$ cat src/rtl/psu_seq_pkg.sv
package psu_seq_pkg;

  typedef enum logic [2:0] {
    ST_OFF   = 3'd0,
    ST_THERM = 3'd1,
    ST_CAL   = 3'd2,
    ST_RAMP  = 3'd3,
    ST_RUN   = 3'd4,
    ST_DRAIN = 3'd5,
    ST_LOCK  = 3'd6
  } seq_state_e;

  // positions of the flags in the synchronized bundle
  localparam int FL_START = 0;
  localparam int FL_UVLO  = 1;
  localparam int FL_REL   = 2;
  localparam int FL_THERM = 3;
  localparam int FL_CAL   = 4;
  localparam int FL_OVP   = 5;
  localparam int FL_TRIP  = 6;
  localparam int FL_COUNT = 7;

endpackage

$ cat src/rtl/flag_sync.sv
module flag_sync #(
  parameter int WIDTH  = 7,
  parameter int STAGES = 2
) (
  input  logic             clk,
  input  logic             rst_n,
  input  logic [WIDTH-1:0] raw_in,
  output logic [WIDTH-1:0] safe_out
);

  logic [WIDTH-1:0] stage_q [STAGES];

  always_ff @(posedge clk or negedge rst_n) begin
    if (!rst_n) begin
      for (int i = 0; i < STAGES; i++) stage_q[i] <= '0;
    end else begin
      stage_q[0] <= raw_in;
      for (int i = 1; i < STAGES; i++) stage_q[i] <= stage_q[i-1];
    end
  end

  assign safe_out = stage_q[STAGES-1];

endmodule

$ cat src/rtl/ramp_limit.sv
module ramp_limit #(
  parameter int CEIL_W = 8,
  parameter int DWELL  = 16
) (
  input  logic              clk,
  input  logic              rst_n,
  input  logic              ramp_en,
  input  logic              tick,
  output logic [CEIL_W-1:0] ceil_val,
  output logic              ceil_top
);

  localparam int                CNT_W  = (DWELL > 1) ? $clog2(DWELL) : 1;
  localparam logic [CEIL_W-1:0] C_INIT = CEIL_W'(2 ** (CEIL_W - 4));
  localparam logic [CEIL_W:0]   C_STEP = (CEIL_W + 1)'(2 ** (CEIL_W - 4));
  localparam logic [CEIL_W-1:0] C_MAX  = {CEIL_W{1'b1}};
  localparam logic [CNT_W-1:0]  C_LAST = CNT_W'(DWELL - 1);

  logic [CNT_W-1:0]  cnt_q, cnt_d;
  logic [CEIL_W-1:0] ceil_q, ceil_d;
  logic [CEIL_W:0]   sum_w;
  logic              cnt_ce;

  assign cnt_ce = ramp_en && tick;
  assign sum_w  = {1'b0, ceil_q} + C_STEP;

  always_comb begin
    cnt_d  = cnt_q;
    ceil_d = ceil_q;
    if (!ramp_en) begin
      cnt_d  = '0;
      ceil_d = C_INIT;
    end else if (cnt_ce) begin
      if (cnt_q == C_LAST) begin
        cnt_d  = '0;
        ceil_d = sum_w[CEIL_W] ? C_MAX : sum_w[CEIL_W-1:0];
      end else begin
        cnt_d = cnt_q + 1'b1;
      end
    end
  end

  always_ff @(posedge clk or negedge rst_n) begin
    if (!rst_n) begin
      cnt_q  <= '0;
      ceil_q <= C_INIT;
    end else begin
      cnt_q  <= cnt_d;
      ceil_q <= ceil_d;
    end
  end

  assign ceil_val = ceil_q;
  assign ceil_top = (ceil_q == C_MAX);

  // while ramping the ceiling never moves down
  a_r5_no_descend: assert property (@(posedge clk) disable iff (!rst_n)
    (ramp_en && $past(ramp_en)) |-> (ceil_q >= $past(ceil_q)));

  // without a tick nothing moves inside an active ramp
  a_r5_tick_only: assert property (@(posedge clk) disable iff (!rst_n)
    (ramp_en && !tick) |=> $stable(ceil_q));

endmodule

$ cat src/rtl/boot_fsm.sv
module boot_fsm
  import psu_seq_pkg::*;
(
  input  logic       clk,
  input  logic       rst_n,
  input  logic       latch_mode,
  input  logic       start_s,
  input  logic       uvlo_s,
  input  logic       rel_s,
  input  logic       therm_s,
  input  logic       cal_s,
  input  logic       ovp_s,
  input  logic       trip_s,
  input  logic       ramp_top,
  output seq_state_e state
);

  seq_state_e st_q, st_d;
  logic       lock_cause;
  logic       any_fault;
  seq_state_e fault_dest;

  assign lock_cause = ovp_s || !therm_s;
  assign any_fault  = lock_cause || trip_s;
  assign fault_dest = (latch_mode && lock_cause) ? ST_LOCK : ST_DRAIN;

  always_comb begin
    st_d = st_q;
    unique case (st_q)
      ST_OFF:   if (start_s && !uvlo_s) st_d = ST_THERM;
      ST_THERM: st_d = therm_s ? ST_CAL : (latch_mode ? ST_LOCK : ST_DRAIN);
      ST_CAL:   if (cal_s) st_d = ST_RAMP;
      ST_RAMP: begin
        if (any_fault)     st_d = fault_dest;
        else if (ramp_top) st_d = ST_RUN;
      end
      ST_RUN:   if (any_fault) st_d = fault_dest;
      ST_DRAIN: st_d = ST_DRAIN;
      ST_LOCK:  if (rel_s) st_d = ST_OFF;
      default:  st_d = ST_OFF;
    endcase
    // supply collapse overrides all else except the latch
    if (uvlo_s && (st_q != ST_LOCK)) st_d = ST_OFF;
  end

  always_ff @(posedge clk or negedge rst_n) begin
    if (!rst_n) st_q <= ST_OFF;
    else        st_q <= st_d;
  end

  assign state = st_q;

  // UVLO wins over any concurrent event
  a_r7_uvlo_off: assert property (@(posedge clk) disable iff (!rst_n)
    (uvlo_s && (st_q != ST_LOCK)) |=> (st_q == ST_OFF));

  // locked state holds until the release flag
  a_r9_lock_hold: assert property (@(posedge clk) disable iff (!rst_n)
    ((st_q == ST_LOCK) && !rel_s) |=> (st_q == ST_LOCK));

  // calibration is entered only from the thermal check
  a_r3_cal_entry: assert property (@(posedge clk) disable iff (!rst_n)
    ((st_q == ST_CAL) && ($past(st_q) != ST_CAL)) |-> ($past(st_q) == ST_THERM));

  // drain state persists until UVLO
  a_r8_drain_hold: assert property (@(posedge clk) disable iff (!rst_n)
    ((st_q == ST_DRAIN) && !uvlo_s) |=> (st_q == ST_DRAIN));

endmodule

$ cat src/rtl/psu_boot_seq.sv
module psu_boot_seq
  import psu_seq_pkg::*;
#(
  parameter int CEIL_W      = 8,
  parameter int RAMP_DWELL  = 16,
  parameter int SYNC_STAGES = 2
) (
  input  logic              clk,
  input  logic              rst_n,
  input  logic              latch_mode,
  input  logic              vdd_above_start,
  input  logic              vdd_below_uvlo,
  input  logic              vdd_below_rel,
  input  logic              therm_ok,
  input  logic              cal_done,
  input  logic              flt_ovp,
  input  logic              flt_trip,
  input  logic              sw_tick,
  output logic              core_en,
  output logic              startup_off,
  output logic              gate_permit,
  output logic              cal_req,
  output logic [CEIL_W-1:0] pw_ceiling,
  output logic [2:0]        seq_state
);

  logic [FL_COUNT-1:0] raw_flags, safe_flags;
  logic [CEIL_W-1:0]   ramp_val;
  logic                ramp_top;
  logic                ramp_en;
  seq_state_e          state;

  always_comb begin
    raw_flags           = '0;
    raw_flags[FL_START] = vdd_above_start;
    raw_flags[FL_UVLO]  = vdd_below_uvlo;
    raw_flags[FL_REL]   = vdd_below_rel;
    raw_flags[FL_THERM] = therm_ok;
    raw_flags[FL_CAL]   = cal_done;
    raw_flags[FL_OVP]   = flt_ovp;
    raw_flags[FL_TRIP]  = flt_trip;
  end

  flag_sync #(
    .WIDTH  (FL_COUNT),
    .STAGES (SYNC_STAGES)
  ) u_sync (
    .clk      (clk),
    .rst_n    (rst_n),
    .raw_in   (raw_flags),
    .safe_out (safe_flags)
  );

  boot_fsm u_fsm (
    .clk        (clk),
    .rst_n      (rst_n),
    .latch_mode (latch_mode),
    .start_s    (safe_flags[FL_START]),
    .uvlo_s     (safe_flags[FL_UVLO]),
    .rel_s      (safe_flags[FL_REL]),
    .therm_s    (safe_flags[FL_THERM]),
    .cal_s      (safe_flags[FL_CAL]),
    .ovp_s      (safe_flags[FL_OVP]),
    .trip_s     (safe_flags[FL_TRIP]),
    .ramp_top   (ramp_top),
    .state      (state)
  );

  assign ramp_en = (state == ST_RAMP);

  ramp_limit #(
    .CEIL_W (CEIL_W),
    .DWELL  (RAMP_DWELL)
  ) u_ramp (
    .clk      (clk),
    .rst_n    (rst_n),
    .ramp_en  (ramp_en),
    .tick     (sw_tick),
    .ceil_val (ramp_val),
    .ceil_top (ramp_top)
  );

  always_comb begin
    core_en     = (state != ST_OFF) && (state != ST_LOCK);
    startup_off = core_en;
    gate_permit = (state == ST_RAMP) || (state == ST_RUN);
    cal_req     = (state == ST_CAL);
    unique case (state)
      ST_RAMP: pw_ceiling = ramp_val;
      ST_RUN:  pw_ceiling = {CEIL_W{1'b1}};
      default: pw_ceiling = '0;
    endcase
    seq_state = state;
  end

  // a switching permit always comes with a nonzero width limit
  a_r6_gate_ceiling: assert property (@(posedge clk) disable iff (!rst_n)
    gate_permit |-> (pw_ceiling != '0));

  // gate never permitted while calibration is requested
  a_r4_cal_gate_off: assert property (@(posedge clk) disable iff (!rst_n)
    cal_req |-> !gate_permit);

endmodule

$ cat config.mk
export PLATFORM = sky130hd
export DESIGN_NAME = psu_boot_seq
export DESIGN_NICKNAME = d
export VERILOG_FILES = /design/src/rtl/psu_seq_pkg.sv /design/src/rtl/flag_sync.sv /design/src/rtl/ramp_limit.sv /design/src/rtl/boot_fsm.sv /design/src/rtl/psu_boot_seq.sv
export SDC_FILE = /design/constraint.sdc
export NUM_CORES = 1
export LEC_CHECK = 0
export BUFFER_PORTS_ARGS = -buffer_cell sky130_fd_sc_hd__buf_2
export CORE_MARGIN = 2
export CORE_UTILIZATION = 35
export CTS_CLUSTER_DIAMETER = 40
export DETAILED_ROUTE_END_ITERATION = 10
export SLEW_MARGIN = 20
export SYNTH_ARGS = -nofsm -noshare
export SYNTH_HDL_FRONTEND = slang
export SYNTH_SLANG_ARGS = --single-unit
$ cat constraint.sdc
create_clock -name clk -period 1.92 [get_ports clk]
set_clock_uncertainty 0.15 [all_clocks]
set_input_delay 0.288 -clock clk [delete_from_list [all_inputs] [get_ports clk]]
set_output_delay 0.288 -clock clk [all_outputs]
set_load 0.05 [all_outputs]
After elaboration in Yosys (flattened, before gate mapping)
Cells that the tools add are included.
{"block": "op_classes", "addsub": 2, "n_reduce_logical": 14, "n_eq_ne": 16, "n_mux": 19}
{"operator": "$mux W8", "count": 4}
{"operator": "$mux W3", "count": 8}
{"operator": "$pmux W3 S7", "count": 1}
{"operator": "$pmux W8 S2", "count": 1}
{"operator": "$mux W4", "count": 3}
{"operator": "$add A8 B5 Y9 const B", "count": 1}
{"operator": "$eq A3 B3 Y1 const B", "count": 3}
{"operator": "$ne A3 B1 Y1 const B", "count": 3}
{"operator": "$eq A8 B8 Y1 const B", "count": 1}
{"operator": "$eq A3 B2 Y1 const B", "count": 2}
{"operator": "$logic_and A1 B1 Y1", "count": 5}
{"operator": "$reduce_and A5 Y1", "count": 1}
{"operator": "$add A4 B1 Y4 const B", "count": 1}
{"operator": "$eq A4 B4 Y1 const B", "count": 1}
{"operator": "$mux W2", "count": 2}
{"operator": "$ne A2 B2 Y1 const B", "count": 2}
{"operator": "$ne A4 B4 Y1 const B", "count": 1}
{"operator": "$eq A3 B1 Y1 const B", "count": 1}
{"operator": "$logic_not A3 Y1", "count": 1}
{"operator": "$logic_or A1 B1 Y1", "count": 3}
{"operator": "$ne A3 B2 Y1 const B", "count": 1}
{"operator": "$ne A3 B3 Y1 const B", "count": 1}
{"operator": "$reduce_bool A3 Y1", "count": 1}
{"operator": "$logic_not A1 Y1", "count": 2}
{"operator": "$reduce_and A2 Y1", "count": 1}
{"block": "totals", "word_cells": 56, "input_bits": 11, "regBits": 29, "output_inout_bits": 15}

Logic depth before layout (Yosys ltp)
Gate-level depths: netlist (run 1).
{"block": "logic_depth", "word_depth": 7, "ltp_mapped": 6, "mapped_depth_nobuf": 5}

By module
From an unflattened synthesis (run 1), not the netlist that was laid out.
{"block": "unflattened", "hier_cells": 131, "area_unflattened_um2": 1405.1}
{"module": "ramp_limit", "area_per_inst_um2": 504.2, "cells_per_inst": 47, "seq_area_each_um2": 226.5, "n_inst": 1}
{"module": "flag_sync", "area_per_inst_um2": 402.9, "cells_per_inst": 21, "seq_area_each_um2": 350.3, "n_inst": 1}
{"module": "boot_fsm", "area_per_inst_um2": 352.8, "cells_per_inst": 47, "seq_area_each_um2": 75.1, "n_inst": 1}
{"module": "psu_boot_seq", "area_per_inst_um2": 145.1, "cells_per_inst": 16, "seq_area_each_um2": 0.0, "n_inst": 1}

Least setup slack after synthesis (run 1)
OpenSTA, ideal clock, no wires.
{"block": "synth_timing", "path_kind": "register to output", "from": "register u_fsm.st_q[2] (netlist: u_fsm.state[2])", "to": "output port startup_off", "path_stages_with_launch": 5, "path_buffers": 2, "arrival_time_ps": 1942, "setup_slack_ps": -460, "required_ps": 1482, "path_cell_list": "dfrtp_1 > buf_6 > and2b_2 > or3_1 > buf_4"}
{"block": "synth_between", "elab_chain_len": 2, "word_cells_on_any_way": 3, "cone_classes": "1 x eq/ne; 2 x reduce/logical"}
{"item": "from (decl)", "line": "boot_fsm.sv:18", "source": "seq_state_e st_q, st_d;"}
{"item": "from (signal assigned)", "line": "boot_fsm.sv:48", "source": "else st_q <= st_d;"}
{"item": "$ne A3 B3 Y1 or $reduce_bool A3 Y1 (tied branches)", "line": "psu_boot_seq.sv:84", "source": "core_en = (state != ST_OFF) && (state != ST_LOCK);"}
{"item": "$logic_and A1 B1 Y1 *", "line": "psu_boot_seq.sv:84"}
{"item": "to (decl)", "line": "psu_boot_seq.sv:20", "source": "output logic startup_off,"}
Mark *: on every way between the ends. The rest lies on a longest branch, timed or not.

Worst setup path after layout (run 1)
{"block": "layout_timing", "from": "register u_fsm.st_q[1] (netlist: u_fsm.state[1])", "to": "output port core_en"}
{"block": "layout_between", "elab_chain_len": 2, "word_cells_on_any_way": 3, "cone_classes": "1 x eq/ne; 2 x reduce/logical"}
{"item": "$ne A3 B3 Y1 or $reduce_bool A3 Y1 (tied branches)", "line": "psu_boot_seq.sv:84"}
{"item": "$logic_and A1 B1 Y1 *", "line": "psu_boot_seq.sv:84"}
{"item": "to (decl)", "line": "psu_boot_seq.sv:19", "source": "output logic core_en,"}
Marks and branches as above.

==> reports/results.tsv, run 1 <==
stage	metric	value	unit
outcome	run_status	finished with violations	
outcome	violations	setup timing	
final_layout	area_growth	36.5	%
floorplanning	die_height	64.1	microns
timing	fin_crit_sh	103	%
critical_path	path_max_fanout	8	
final_layout	diodes	0	
power	powerDensity	1290	nW/um^2
timing	slew_headroom	61.8	%
route	vias_per_cell	5.04	
clocking	cts-root-buf	clkbuf_4	
final_layout	nets	169	
synth	synthDistinctLibCells	45	
global_route	grt_pass1_vias	945	
placement	place_worst_setup_slack	0.124	ns
floorplanning	start_util	37.3	%
critical_path	crit_required	1.48	ns
synth	yosysWarningCount	0	
route	post-route-drc-count	0	
synth	syn-num-nets	128	
clocking	cts_tree	built	
clocking	htree_levels	1	
power	p_leak	0.000786	uW
route	wl_per_cell	13.3	microns
critical_path	crit_type	reg -> out	
timing	hold_viol_final	0	
floorplanning	row_count	21	
route	postRouteWirelength	2670	microns
power	switching_share	43.9	%
placement	placed_area	1410	sq um
timing	rsz0062_at_grt	yes	
placement	port_buffers	25	
timing	layout_setup_ws	-0.0620	ns
synth	synthArstFlopShare	100	%
route	postRouteAntennaNets	0	
power	power_frac_seq	29.1	%
synth	synthFlopType	dfrtp_1	
clocking	insertion_delay	0.31	ns
global_route	grt_max_degree	27	
timing	setup_viol	10	
timing	max_freq	505	MHz
final_layout	final_layout_size_suffix_gt1_share	38.7	%
synth	ys_ff_latch	26	
hold_path	hold_path_depth	3	
clocking	numCtsBuffers	3	
global_route	antenna_found_initial	0	
critical_path	worstPathArrival	1.54	ns
synth	yosysSeqAreaShare	51.6	%
critical_path	crit_path_end_kind	output pin	
hold_path	hp-class	in -> reg	
global_route	grt-ovfl-total	0	
synth	syn_area_per_cell	11.0	sq um
clocking	cts_max_path_buffers	2	
route	drt-initial-drc-count	89	
timing	tightest_slew	0.573	ns
synth	synth_area	1260	sq um
floorplanning	pin_count	26	
synth	synth_edf_count	0	
power	p_int	1240	uW
run	cap_violations	0	
clocking	clock-sinks	26	
timing	min_period	1.98	ns
route	vias	1013	
power	vdd_drop_max	0.355	mV
power	p_comb_share	60.5	%
timing	whs	0.180	ns
route	drtPass1Iterations	4	
critical_path	cp-start-kind	register	
critical_path	ff2ff_path_depth	7	
synth	synthCells	115	
power	switchingPower	975	uW
critical_path	r2r_setup_slack	0.10	ns
final_layout	stdcell_area	1730	sq um
floorplanning	dieArea	4110	sq um
power	p_clk_share	10.4	%
clocking	cts.clk_slew.worst_paths	0.13	ns
timing	slew_violations	0	
placement	place_congestion	0.946	
floorplanning	coreArea	3390	sq um
placement	dp_hpwl	1720	microns
global_route	grt_pass1_wl	4440	microns
floorplanning	die_w	64.1	microns
global_route	grt_usage	13.9	%
==> metrics by stage <==
step	TNS [ns]	instances	power, uW	util, %
floorplan	-0.114	115	1520	-
global placement	0	179	1600	41.5
detailed placement	0	179	1610	41.5
CTS	-0.630	199	2150	49.5
global route	-1.12	201	2320	50.9
finish	-0.396	201	2220	50.9
==> area by class of cell <==
type                            instances  area (sq um)
Inverter                                1          3.75
Clock buffer                            4          26.3
Tap cell                               46          57.6
Multi-Input combinational cell         79           563
Fill cell                             298          1660
Timing Repair Buffer                   45           419
Sequential cell                        26           656
==> state kept, by name, summed over array words and instances, names as in the netlist <==
name and count:
u_fsm.state 3, u_ramp.ceil_val 5, u_ramp.cnt_q 4, u_sync.safe_out 7, u_sync.stage_q 7
==> cells in the mapped netlist (all sizes together), types with 2 or more instances <==
cell,n,area (sq um)
nand2,8,30.0
nand2b,2,12.5
dfrtp,25,626
nor3,2,10.0
a21oi,5,25.0
nor3b,2,31.3
nand3,5,25.0
nor2,11,41.3
ha,2,25.0
a21o,6,51.3
o21ai,4,20.0
nor2b,2,12.5
buf,8,65.1
mux2i,3,30.0
a211oi,3,22.5
a31oi,2,12.5
a41oi,2,17.5
==> layout by cell type, fill, tap and decap left out, types with 2 or more instances in the layout <==
cell type / synthesis / final
mux2i_1: 3 / 3
buf_2: 1 / 13
nor3_1: 2 / 2
buf_8: 0 / 11
ha_1: 2 / 2
clkbuf_4: 0 / 3
o21ai_0: 3 / 3
dfrtp_2: 0 / 3
buf_4: 5 / 10
nand2b_1: 2 / 2
nor2_1: 11 / 10
nand2_1: 8 / 8
nor2b_1: 2 / 2
dlygate4sd3_1: 0 / 8
dfrtp_1: 25 / 22
buf_6: 2 / 3
a211oi_1: 3 / 3
nand3_1: 5 / 5
a21oi_1: 5 / 5
a21o_2: 5 / 3
a41oi_1: 2 / 2
a31oi_1: 2 / 2
a21o_4: 0 / 2
==> per-layer routing <==
| metal | share of wire (%) | vias up | GRT usage [%] |
|---|---|---|---|
| met5 | 0 | - | 0 |
| met4 | 0.71 | 0 | 5.59 |
| met3 | 4.8 | 2 | 2.11 |
| met2 | 50 | 32 | 23.0 |
| met1 | 45 | 483 | 18.1 |
| li1 | - | 496 | - |
==> path summary, 6_finish.rpt <==
check / startpoint / to
setup / recovery: u_fsm.state[1]$_DFFE_PN0P_ / core_en
max in group asynchronous: rst_n / u_fsm.state[0]$_DFFE_PN0P_
hold / removal: sw_tick / u_ramp.cnt_q[0]$_DFFE_PN0P_
setup reg to reg: u_fsm.state[1]$_DFFE_PN0P_ / u_fsm.state[2]$_DFFE_PN0P_
hold reg to reg: u_sync.stage_q[10]$_DFF_PN0_ / u_sync.safe_out[3]$_DFF_PN0_
min in group asynchronous: rst_n / u_ramp.cnt_q[3]$_DFFE_PN0P_
==> timing repair <==
item / CTS / global route
hold buffers: 8 / 0
setup endpoints to repair: 11 / 12
pin swaps: 2 / 1
hold endpoints to repair: 32 / 0
resized for setup: 32 / 11
buffers inserted: 8 / 2
==> worst max-delay path, cell delays in order (launching register included) <==
cell	delay [ns]
dfrtp_2	0.46
buf_4	0.16
nor2_1	0.05
or3_4	0.40
buf_8	0.16
==> power by group through the flow <==
| stage | Sequential [uW] | Combinational [uW] | Clock (uW) |
|---|---|---|---|
| 6_report | 645 | 1340 | 230 |
| 5_1_grt | 651 | 1400 | 268 |
| 4_1_cts | 643 | 1260 | 248 |
| 3_5_place_dp | 675 | 935 | 0 |
| 3_3_place_gp | 667 | 931 | 0 |
| 2_1_floorplan | 723 | 792 | 0 |
==> kinds of logic (layout without fill, tap and decap cells) <==
| kind of cell | after synthesis | count (layout) | synth area share (%) |
|---|---|---|---|
| AND/OR/NAND/NOR | 43 | 43 | 19.5 |
| AO/OA/AOI/OAI | 29 | 29 | 17.2 |
| flip-flops | 26 | 26 | 51.6 |
| buffers and inverters | 10 | 50 | 5.74 |
| multiplexers | 4 | 4 | 3.27 |
| adder cells (fa/ha/maj) | 2 | 2 | 1.98 |
| XOR/XNOR | 1 | 1 | 0.693 |
Note: power is estimated with default switching activity, not from simulation.
==> run 2, diff against run 1 <==
--- a/config.mk
+++ b/config.mk
@@ -5,11 +5,11 @@
 export SDC_FILE = /design/constraint.sdc
 export NUM_CORES = 1
 export LEC_CHECK = 0
-export BUFFER_PORTS_ARGS = -buffer_cell sky130_fd_sc_hd__buf_2
 export CORE_MARGIN = 2
 export CORE_UTILIZATION = 35
 export CTS_CLUSTER_DIAMETER = 40
 export DETAILED_ROUTE_END_ITERATION = 10
+export DONT_BUFFER_PORTS = 1
 export SLEW_MARGIN = 20
 export SYNTH_ARGS = -nofsm -noshare
 export SYNTH_HDL_FRONTEND = slang
==> reports/results.tsv, run 2 (synthesized netlist as in run 1, its figures left out) <==
stage	metric	value	unit	change
timing	rsz0062_at_grt	yes		
placement	placed_cells	158		-12%
final_layout	fillers	315		+5.7%
timing	tightest_slew	0.307	ns	-0.266 ns
power	powerDensity	1310	nW/um^2	+2.0%
global_route	grt_max_degree	27		unchanged
floorplanning	coreArea	3390	sq um	unchanged
floorplanning	dieArea	4110	sq um	unchanged
final_layout	layout_common_cells	22 x dfrtp_1, 12 x buf_4, 10 x nor2_1, 9 x dlygate4sd3_1, 8 x nand2_1		
route	drtPass1Iterations	6		+2
power	finalPower	2050	uW	-7.4%
global_route	grt_busiest_layer	met2		
global_route	grt_usage	13.3	%	-0.60 points
floorplanning	row_count	21		unchanged
global_route	met3_usage	3.52	%	+1.4 points
power	p_leak	0.000687	uW	-13%
global_route	grt_pass1_wl	4240	microns	-4.5%
clocking	clock-sinks	26		unchanged
final_layout	diodes	0		unchanged
power	vdd_drop_max	0.390	mV	+9.9%
timing	fin_crit_sh	102	%	-1.6 points
final_layout	finalNonFillerCells	180		-10%
clocking	cts.clk_slew.worst_paths	0.14	ns	about the same
placement	place_congestion	0.883		-6.7%
placement	dp_hpwl	1580	microns	-8.2%
route	postRouteWirelength	2370	microns	-11%
final_layout	area_growth	23.9	%	
clocking	htree_levels	1		unchanged
route	post-route-drc-count	0		unchanged
floorplanning	start_util	37.3	%	unchanged
critical_path	crit_type	reg -> out		
timing	setup_viol	10		unchanged
clocking	numCtsBuffers	3		unchanged
final_layout	fin_util	46.2	%	-4.7 points
global_route	grt-ovfl-total	0		unchanged
clocking	insertion_delay	0.32	ns	about the same
run	cap_violations	0		unchanged
timing	layout_setup_ws	-0.0318	ns	+0.0302 ns
timing	slew_violations	0		unchanged
floorplanning	pin_count	26		unchanged
critical_path	path_max_fanout	8		unchanged
final_layout	nets	148		-12%
outcome	run_status	finished with violations		
final_layout	layout_commonest_cell	dfrtp_1		
route	postRouteAntennaNets	0		unchanged
placement	placed_area	1330	sq um	-5.9%
timing	hold_viol_final	0		unchanged
floorplanning	die_w	64.1	microns	unchanged
route	drt-initial-drc-count	42		-53%
final_layout	stdcell_area	1570	sq um	-9.3%
route	wl_per_cell	13.2	microns	-0.84%
route	vias_per_cell	5.17		+2.6%
clocking	cts_tree	built		
timing	max_freq	512	MHz	+1.5%
timing	slew_headroom	79.5	%	+18 points
critical_path	worstPathArrival	1.51	ns	-0.03 ns
clocking	cts_max_path_buffers	2		unchanged
global_route	use_met1	16.0	%	-2.2 points
global_route	antenna_found_initial	0		unchanged
final_layout	final_layout_size_suffix_gt1_share	28.4	%	-10 points
critical_path	crit_required	1.48	ns	about the same
placement	port_buffers	0		-100%
route	vias	931		-8.1%
timing	min_period	1.95	ns	-0.0302 ns
global_route	grt_pass1_vias	970		+2.6%
global_route	grt_use_met2	22.5	%	-0.52 points
critical_path	crit_path_end_kind	output pin		
hold_path	hp-class	in -> reg		
outcome	violations	setup timing		
clocking	cts-root-buf	clkbuf_4		
critical_path	cp-start-kind	register		
floorplanning	die_height	64.1	microns	unchanged
==> run 2: routing by layer <==
metal,vias up,share of wire [%]
met2,21,49
met1,452,44
li1,452,-
met4,0,1.8
met5,-,0
met3,6,4.6
==> run 2: layout make-up <==
cell class	instances	area (sq um)	share of cell area (%)
repair buffers	24	239	15.3
clock buffers	3	22.5	1.44
well taps	46	57.6	3.68
flip-flops and latches	26	656	41.9
inverters	1	3.75	0.240
multi-input cells	79	557	35.6
clock inverters	1	30.0	1.92
==> run 2: what timing repair did <==
action / in CTS / in global routing
setup buffers: 8 / 0
hold buffers: 10 / 0
pin swaps: 2 / 1
gates resized for setup: 3 / 2
endpoints found under the setup margin: 11 / 12
hold endpoints to repair: 35 / 0
==> run 2: worst paths after layout <==
| path | slack [ns] | from | to | cells past startpoint |
|---|---|---|---|---|
| max | -0.03 | u_fsm.state[0]$_DFFE_PN0P_ | pw_ceiling[0] | 3 |
| max reg2reg | 0.13 | u_fsm.state[2]$_DFFE_PN0P_ | u_fsm.state[2]$_DFFE_PN0P_ | 5 |
| min | 0.02 | sw_tick | u_ramp.cnt_q[3]$_DFFE_PN0P_ | 3 |
| min reg2reg | 0.22 | u_sync.stage_q[8]$_DFF_PN0_ | u_sync.safe_out[1]$_DFF_PN0_ | 0 |
| min in group asynchronous | 0.23 | rst_n | u_sync.stage_q[11]$_DFF_PN0_ | 2 |
| max in group asynchronous | 1.16 | rst_n | u_ramp.ceil_val[4]$_DFFE_PN1P_ | 2 |
==> run 2: stage by stage <==
stage                     worst slack [ns]  hold slack (ns)  setup TNS, ns
after global placement               0.155           -0.157              0
after CTS                          -0.0605         0.000992         -0.467
after floorplan                     -0.114           -0.158         -0.114
after global routing                -0.138           0.0184          -1.26
final                              -0.0318           0.0211         -0.209
after detailed placement             0.151           -0.157              0
==> run 2: where the power goes <==
part	total, uW	internal [uW]	switching (uW)
Sequential	641	592	49.4
Combinational	1040	344	699
Clock	370	211	159
Total	2050	1150	907
==> run 2: critical path, stage by stage (launching register included) <==
cell	delay (ns)
dfrtp_2	0.47
and3b_2	0.29
a21o_4	0.23
buf_16	0.20
